===== config.mk =====
export PLATFORM = sky130hd
export DESIGN_NAME = psr_flag_unit
export DESIGN_NICKNAME = d
export VERILOG_FILES = /design/src/rtl/psr_pkg.sv /design/src/rtl/psr_cmd_arbiter.sv /design/src/rtl/psr_flag_reg.sv /design/src/rtl/psr_branch_sel.sv /design/src/rtl/psr_flag_unit.sv
export SDC_FILE = /design/constraint.sdc
export NUM_CORES = 1
export LEC_CHECK = 0
export CELL_PAD_IN_SITES_DETAIL_PLACEMENT = 2
export CELL_PAD_IN_SITES_GLOBAL_PLACEMENT = 2
export CORE_UTILIZATION = 12
export CTS_CLUSTER_SIZE = 40
export DETAILED_ROUTE_END_ITERATION = 12
export GPL_TIMING_DRIVEN = 0
export PLACE_DENSITY = 0.86
export SETUP_SLACK_MARGIN = 0.1
export SLEW_MARGIN = 20
export SYNTH_ARGS = -nofsm -noshare
export SYNTH_HDL_FRONTEND = slang
export SYNTH_SLANG_ARGS = --single-unit

===== constraint.sdc =====
create_clock -name clk -period 2.3 [get_ports clk]
set_input_delay 0.345 -clock clk [delete_from_list [all_inputs] [get_ports clk]]
set_output_delay 0.345 -clock clk [all_outputs]
set_load 0.01 [all_outputs]

===== src/rtl/psr_pkg.sv =====
package psr_pkg;

    // Decoded update kind: one per cycle, chosen by the strobe arbiter.
    typedef enum logic [2:0] {
        UPD_HOLD    = 3'd0,
        UPD_NZ      = 3'd1,
        UPD_NZC     = 3'd2,
        UPD_NZCV    = 3'd3,
        UPD_BITTEST = 3'd4,
        UPD_PULL    = 3'd5
    } upd_kind_e;

    typedef struct packed {
        logic n;
        logic v;
        logic z;
        logic c;
    } flags_t;

endpackage


===== src/rtl/psr_cmd_arbiter.sv =====
module psr_cmd_arbiter
    import psr_pkg::*;
(
    input  logic      cmd_nz,
    input  logic      cmd_nzc,
    input  logic      cmd_nzcv,
    input  logic      cmd_pull,
    input  logic      cmd_bittest,
    output upd_kind_e kind
);

    // Fixed priority: pull > bit test > nzcv > nzc > nz.
    always_comb begin
        if (cmd_pull)         kind = UPD_PULL;
        else if (cmd_bittest) kind = UPD_BITTEST;
        else if (cmd_nzcv)    kind = UPD_NZCV;
        else if (cmd_nzc)     kind = UPD_NZC;
        else if (cmd_nz)      kind = UPD_NZ;
        else                  kind = UPD_HOLD;
    end

endmodule


===== src/rtl/psr_flag_reg.sv =====
module psr_flag_reg
    import psr_pkg::*;
#(
    parameter int DATA_W = 8,
    parameter int N_POS  = DATA_W - 1,
    parameter int V_POS  = DATA_W - 2,
    parameter int Z_POS  = 1,
    parameter int C_POS  = 0
) (
    input  logic              clk,
    input  logic              rst,
    input  upd_kind_e         kind,
    input  logic [DATA_W-1:0] bus_data,
    input  logic              alu_c,
    input  logic              alu_v,
    input  logic              alu_z,
    output flags_t            q
);

    flags_t nxt;

    // State register
    always_ff @(posedge clk) begin
        if (rst) q <= '0;
        else     q <= nxt;
    end

    // Next-value selection per update kind
    always_comb begin
        nxt = q;
        unique case (kind)
            UPD_HOLD: nxt = q;
            UPD_NZ: begin
                nxt.n = bus_data[N_POS];
                nxt.z = alu_z;
            end
            UPD_NZC: begin
                nxt.n = bus_data[N_POS];
                nxt.z = alu_z;
                nxt.c = alu_c;
            end
            UPD_NZCV: begin
                nxt.n = bus_data[N_POS];
                nxt.z = alu_z;
                nxt.c = alu_c;
                nxt.v = alu_v;
            end
            UPD_BITTEST: begin
                nxt.n = bus_data[N_POS];
                nxt.v = bus_data[V_POS];
            end
            UPD_PULL: begin
                nxt.n = bus_data[N_POS];
                nxt.v = bus_data[V_POS];
                nxt.z = bus_data[Z_POS];
                nxt.c = bus_data[C_POS];
            end
            default: nxt = q;
        endcase
    end

    // reset clears the register at the following edge
    assert_reset_clear_R1: assert property (@(posedge clk)
        rst |=> (q == '0));

    // the idle state keeps every flag
    assert_hold_stable_R2: assert property (@(posedge clk) disable iff (rst)
        (kind == UPD_HOLD) |=> $stable(q));

    // bit test keeps Z and C
    assert_bittest_keep_R7: assert property (@(posedge clk) disable iff (rst)
        (kind == UPD_BITTEST) |=> ($stable(q.z) && $stable(q.c)));

endmodule


===== src/rtl/psr_branch_sel.sv =====
module psr_branch_sel
    import psr_pkg::*;
#(
    parameter int SEL_W = 3
) (
    input  flags_t           flags,
    input  logic [SEL_W-1:0] sel,
    output logic             taken
);

    logic picked;

    // Top two selector bits pick the flag, the low bit gives the polarity.
    always_comb begin
        unique case (sel[SEL_W-1 -: 2])
            2'b00:   picked = flags.n;
            2'b01:   picked = flags.v;
            2'b10:   picked = flags.c;
            2'b11:   picked = flags.z;
            default: picked = 1'b0;
        endcase
        taken = (picked == sel[0]);
    end

endmodule


===== src/rtl/psr_flag_unit.sv =====
module psr_flag_unit
    import psr_pkg::*;
#(
    parameter int DATA_W = 8,
    parameter int SEL_W  = 3
) (
    input  logic              clk,
    input  logic              rst,
    input  logic [DATA_W-1:0] bus_data,
    input  logic              alu_c,
    input  logic              alu_v,
    input  logic              alu_z,
    input  logic              cmd_nz,
    input  logic              cmd_nzc,
    input  logic              cmd_nzcv,
    input  logic              cmd_pull,
    input  logic              cmd_bittest,
    input  logic [SEL_W-1:0]  br_sel,
    output logic              flag_n,
    output logic              flag_v,
    output logic              flag_z,
    output logic              flag_c,
    output logic              branch_taken
);

    localparam int N_POS = DATA_W - 1;
    localparam int V_POS = DATA_W - 2;

    upd_kind_e kind;
    flags_t    flags;

    psr_cmd_arbiter u_arb (
        .cmd_nz      (cmd_nz),
        .cmd_nzc     (cmd_nzc),
        .cmd_nzcv    (cmd_nzcv),
        .cmd_pull    (cmd_pull),
        .cmd_bittest (cmd_bittest),
        .kind        (kind)
    );

    psr_flag_reg #(
        .DATA_W (DATA_W),
        .N_POS  (N_POS),
        .V_POS  (V_POS),
        .Z_POS  (1),
        .C_POS  (0)
    ) u_reg (
        .clk      (clk),
        .rst      (rst),
        .kind     (kind),
        .bus_data (bus_data),
        .alu_c    (alu_c),
        .alu_v    (alu_v),
        .alu_z    (alu_z),
        .q        (flags)
    );

    psr_branch_sel #(.SEL_W(SEL_W)) u_br (
        .flags (flags),
        .sel   (br_sel),
        .taken (branch_taken)
    );

    assign flag_n = flags.n;
    assign flag_v = flags.v;
    assign flag_z = flags.z;
    assign flag_c = flags.c;

    // a pull wins over every other strobe and copies bus bits 7,6,1,0
    assert_pull_load_R6: assert property (@(posedge clk) disable iff (rst)
        cmd_pull |=> (flag_n == $past(bus_data[N_POS]) && flag_v == $past(bus_data[V_POS])
                   && flag_z == $past(bus_data[1]) && flag_c == $past(bus_data[0])));

    // a lone nz strobe keeps V and C
    assert_nz_keep_R3: assert property (@(posedge clk) disable iff (rst)
        (cmd_nz && !cmd_nzc && !cmd_nzcv && !cmd_pull && !cmd_bittest)
        |=> ($stable(flag_v) && $stable(flag_c) && flag_z == $past(alu_z)));

    // nzcv without higher strobes takes all ALU flags
    assert_nzcv_load_R5: assert property (@(posedge clk) disable iff (rst)
        (cmd_nzcv && !cmd_pull && !cmd_bittest)
        |=> (flag_v == $past(alu_v) && flag_c == $past(alu_c) && flag_z == $past(alu_z)));

    // selector 000 reports N clear
    assert_branch_nclear_R9: assert property (@(posedge clk) disable iff (rst)
        (br_sel == 3'b000) |-> (branch_taken == !flag_n));

endmodule


# --- Word level (Yosys, flattened, before mapping) ---
# Cells that the tools add are included.
op_classes:
  n_eq_ne: 9
  muxes: 9
  n_reduce_logical: 8
op_table:
  columns: ["cell", "n"]
  rows:
  - ["3-bit 2-to-1 mux", 4]
  - ["3-bit by 2-bit equality test with 1-bit output (second input constant)", 2]
  - ["3-bit equality test (second input constant)", 2]
  - ["1-bit one-hot mux with 2 select lines", 3]
  - ["2-bit nonzero test", 3]
  - ["5-bit OR reduction", 1]
  - ["2-bit equality test (second input constant)", 2]
  - ["1-bit one-hot mux with 4 select lines", 1]
  - ["2-bit OR reduction", 2]
  - ["3-bit by 1-bit equality test with 1-bit output (second input constant)", 1]
  - ["3-bit OR reduction", 1]
  - ["2-bit by 1-bit equality test with 1-bit output (second input constant)", 1]
  - ["2-bit zero test", 1]
  - ["1-bit equality test", 1]
  - ["1-bit 2-to-1 mux", 1]
word_totals:
  wordCells: 30
  output_inout_bits: 5
  regBits: 4

# --- Depth between registers and ports, before layout ---
depth:
  depth_word: 8
  ltp_mapped: 3
  ltp_nobuf: 3

# --- Hierarchy ---
# From an unflattened synthesis, not the netlist that was laid out.
hier_totals:
  cells_unflattened: 37
  area_unflattened_um2: 316.6
modules_own_cells:
  columns: ["mod", "area_per_inst_um2", "instances", "cells_each", "seq_area_each_um2"]
  rows:
  - ["psr_flag_reg", 246.5, 1, 29, 80.1]
  - ["psr_cmd_arbiter", 38.8, 1, 6, 0.0]
  - ["psr_branch_sel", 31.3, 1, 2, 0.0]

# --- Worst setup path after synthesis ---
# OpenSTA, ideal clock, no wires.
synth_timing:
  path_type: "in2out"
  start: "input br_sel[1]"
  end: "output branch_taken"
  setup_slack_ns: 0.883
  t_required_ns: 1.955
  cell_stages: 2
  t_arrival_ns: 1.072
  cell_sequence: "mux4_2 -> xnor2_1"
synth_via:
  elab_chain_len: 3
synth_rtl:
  columns: ["item", "line", "text"]
  rows:
  - ["start, declared", "psr_flag_unit.sv:18", "input logic [SEL_W-1:0] br_sel,"]
  - ["2-bit equality test, or another cell as far along", "psr_branch_sel.sv:15", "unique case (sel[SEL_W-1 -: 2])"]
  - ["1-bit one-hot mux with 4 select lines (*)", "psr_branch_sel.sv:15", null]
  - ["1-bit equality test (*)", "psr_branch_sel.sv:22", "taken = (picked == sel[0]);"]
  - ["end, declared", "psr_flag_unit.sv:23", "output logic branch_taken"]
# Mark *: on every way between the ends. The rest lies on a longest branch, timed or not.

# --- Worst setup path after layout ---
# Ends and elaborated chain as after synthesis.

==> flow_summary.yaml <==
status:
  status: "complete, no violations"
cells_and_area:
  final_area_um2: 494.2
  largest-register: "u_reg.q"
  final_nets: 72
  reg.largest.list: "u_reg.q (4)"
  layout-drive-gt1-share: 0.1224
  multi_input_area_um2: 142.6
  largest_register_ffs: 4
  insertedDiodeCount: 0
  seq_area_um2: 80.08
  fill_cells: 214
  area_growth_pct: 114.7
critical_path:
  start_kind: "input pin"
  r2r-end: "u_reg.q[0]"
  reg2reg_setup_slack_ns: 1.51
  setup.worst_path.start: "br_sel[1]"
  crit_required_ns: 1.96
  endpoint_kind: "output port"
  reg2reg_depth: 2
  critPathKind: "input pin to output port"
  rr_startpoint: "u_reg.q[0]"
  crit_fanout: 1
  cp_data_arrival_time_ns: 1.76
die:
  die_area_mm2: 0.002098
  start_util: 0.1305
  dieHeight_um: 45.80
  io_pins: 26
  die_x_um: 45.80
  core_mm2: 0.001764
  fp-row-count: 15
clock_tree:
  h-tree-depth: 1
  clockRootBuffer: "clkbuf_4"
  cts.reportedPaths.clkPinSlew_ns: 0.04
  cts_tree: "built"
  clk_latency_ns: 0.23
  numCtsBuffers: 3
  clock_path_buffers: 2
  cts.sinks: 4
power:
  comb_power_share: 0.300
  vdd_drop_max_v: 0.0001583
  p_int_uw: 180.9
  p_sw_frac: 0.2357
  p_leak_uw: 0.0001912
  seqPwrFrac: 0.337
  p_switching_uw: 55.78
  pwr-share-clk: 0.363
  p_per_area_mw_per_mm2: 478.9
drt:
  route.vias.total: 288
  drt-total-wl_um: 952
  firstDrtPassIters: 2
  wl_per_cell_um: 12.86
  via_per_inst: 3.892
  drtIter0Drc: 1
  ant_nets: 0
  drcViolationCount: 0
sta:
  hold_slack_ns: 0.5352
  finalMaxSlewViolations: 0
  worst_pin_slew_ns: 0.2579
  rsz0062_at_grt: "no"
  relSlewSlack: 0.8274
  skew_ns: 0
  fmax_ghz: 0.4753
  hold_viol: 0
  period_minus_slack_ns: 2.104
  finalSetupViolations: 0
  period_share: 0.9147
logic_synthesis:
  synth_area_leader_cell: "dfxtp_1"
  ys_warn_count: 0
  yosysSeqAreaShare: 0.3478
  syn_nets: 46
  yosysTopAreaCellShare: 0.3478
  synth-main-ff-cell: "dfxtp_1"
  yosys-top-cells-count: "dfxtp_1, nor2_1"
  synth_edf_count: 0
  synthArstFlopShare: 0
  synth_cell_type_count: 15
  synthesis.area_um2: 230.2
  syn_avg_cell_area_um2: 9.209
  ys_seq_elements: 4
  synth_area_leaders: "dfxtp_1, mux4_2, mux2i_1, a211oi_1, nor2_1"
  synth_cells: 25
job:
  max_cap_viol_count: 0
global_routing:
  grt_pass1_wl_mm: 1.386
  grt_max_degree: 6
  overflow: 0
  antenna_found_initial: 0
  grt_pass1_vias: 332
  track_usage: 0.1062
min_path:
  hold_end: "u_reg.q[3]"
  min_from: "u_reg.q[3]"
  hold_path.class: "register to register"
  holdPathStages: 2
placed_design:
  place_congestion: 0.6031
  io_buffers: 21
  post_dp_cell_area_um2: 471.7
-- worst max path at each step --
| stage | cells after the start | end |
|---|---|---|
| global route | 4 | branch_taken |
| global placement | 4 | branch_taken |
| detailed placement | 4 | branch_taken |
| CTS | 4 | branch_taken |
| finish | 4 | branch_taken |
| floorplan | 2 | branch_taken |
-- final cells by class --
cell class | instances | share of cell area
clock buffers | 3 | 0.04557
inverters | 2 | 0.01519
multi-input cells | 19 | 0.2886
flip-flops and latches | 4 | 0.1620
well taps | 25 | 0.06329
repair buffers | 21 | 0.4253
-- per-stage QoR --
stage | utilization | power, uW | setup WS [ns] | instances | TNS, ns
2_1_floorplan | - | 102.0 | 0.8831 | 25 | 0
3_3_place_gp | 0.2674 | 151.1 | -0.06786 | 71 | -0.06786
3_5_place_dp | 0.2674 | 152.5 | -0.08237 | 71 | -0.08237
4_1_cts | 0.2794 | 242.7 | 0.1570 | 74 | 0
5_1_grt | 0.2801 | 251.9 | 0.1070 | 74 | 0
6_report | 0.2801 | 236.7 | 0.1961 | 74 | 0
-- critical path, cell delays in order --
cell and delay, ns:
clkdlybuf4s50_1 0.50, mux4_2 0.52, xnor2_1 0.14, clkdlybuf4s15_1 0.25
-- placed cells by master, fill, tap and decap left out --
cell type         n
a211oi_1          2
a21bo_2           1
a21oi_1           2
and3_1            1
clkbuf_4          3
clkdlybuf4s15_1   1
clkdlybuf4s50_1  20
dfxtp_1           4
inv_1             2
mux2i_1           2
mux4_2            1
nand3_1           1
nor2_1            4
nor3_2            1
o21ai_0           1
o21bai_1          1
or4_1             1
xnor2_1           1
-- layer usage --
metal  GRT usage  wire (um)
met2      0.1943        530
met4     0.08824          0
met3     0.04365         94
met5           0          0
met1     0.08685        327
-- power groups by stage --
| stage | sequential (uW) | combinational [uW] | clock [uW] |
|---|---|---|---|
| global route | 80.4 | 75.9 | 95.5 |
| detailed placement | 80.4 | 72.1 | 0 |
| global placement | 79.9 | 71.2 | 0 |
| CTS | 80.1 | 71.6 | 91.0 |
| finish | 79.8 | 70.9 | 86.0 |
| floorplan | 81.5 | 20.5 | 0 |
-- what timing repair did --
action / 4_1_cts / 5_1_grt
setup endpoints to repair: 1 / 1
setup buffers: 0 / 0
hold buffers: 0 / 0
resized for setup: 1 / 1
-- logic make-up after synthesis --
logic type / share of synthesized area
xor+xnor: 0.03805
simple gates: 0.1902
buf+inv: 0.03262
flops: 0.3478
compound gates: 0.2065
mux: 0.1848
Note: power is estimated with default switching activity, not from simulation.
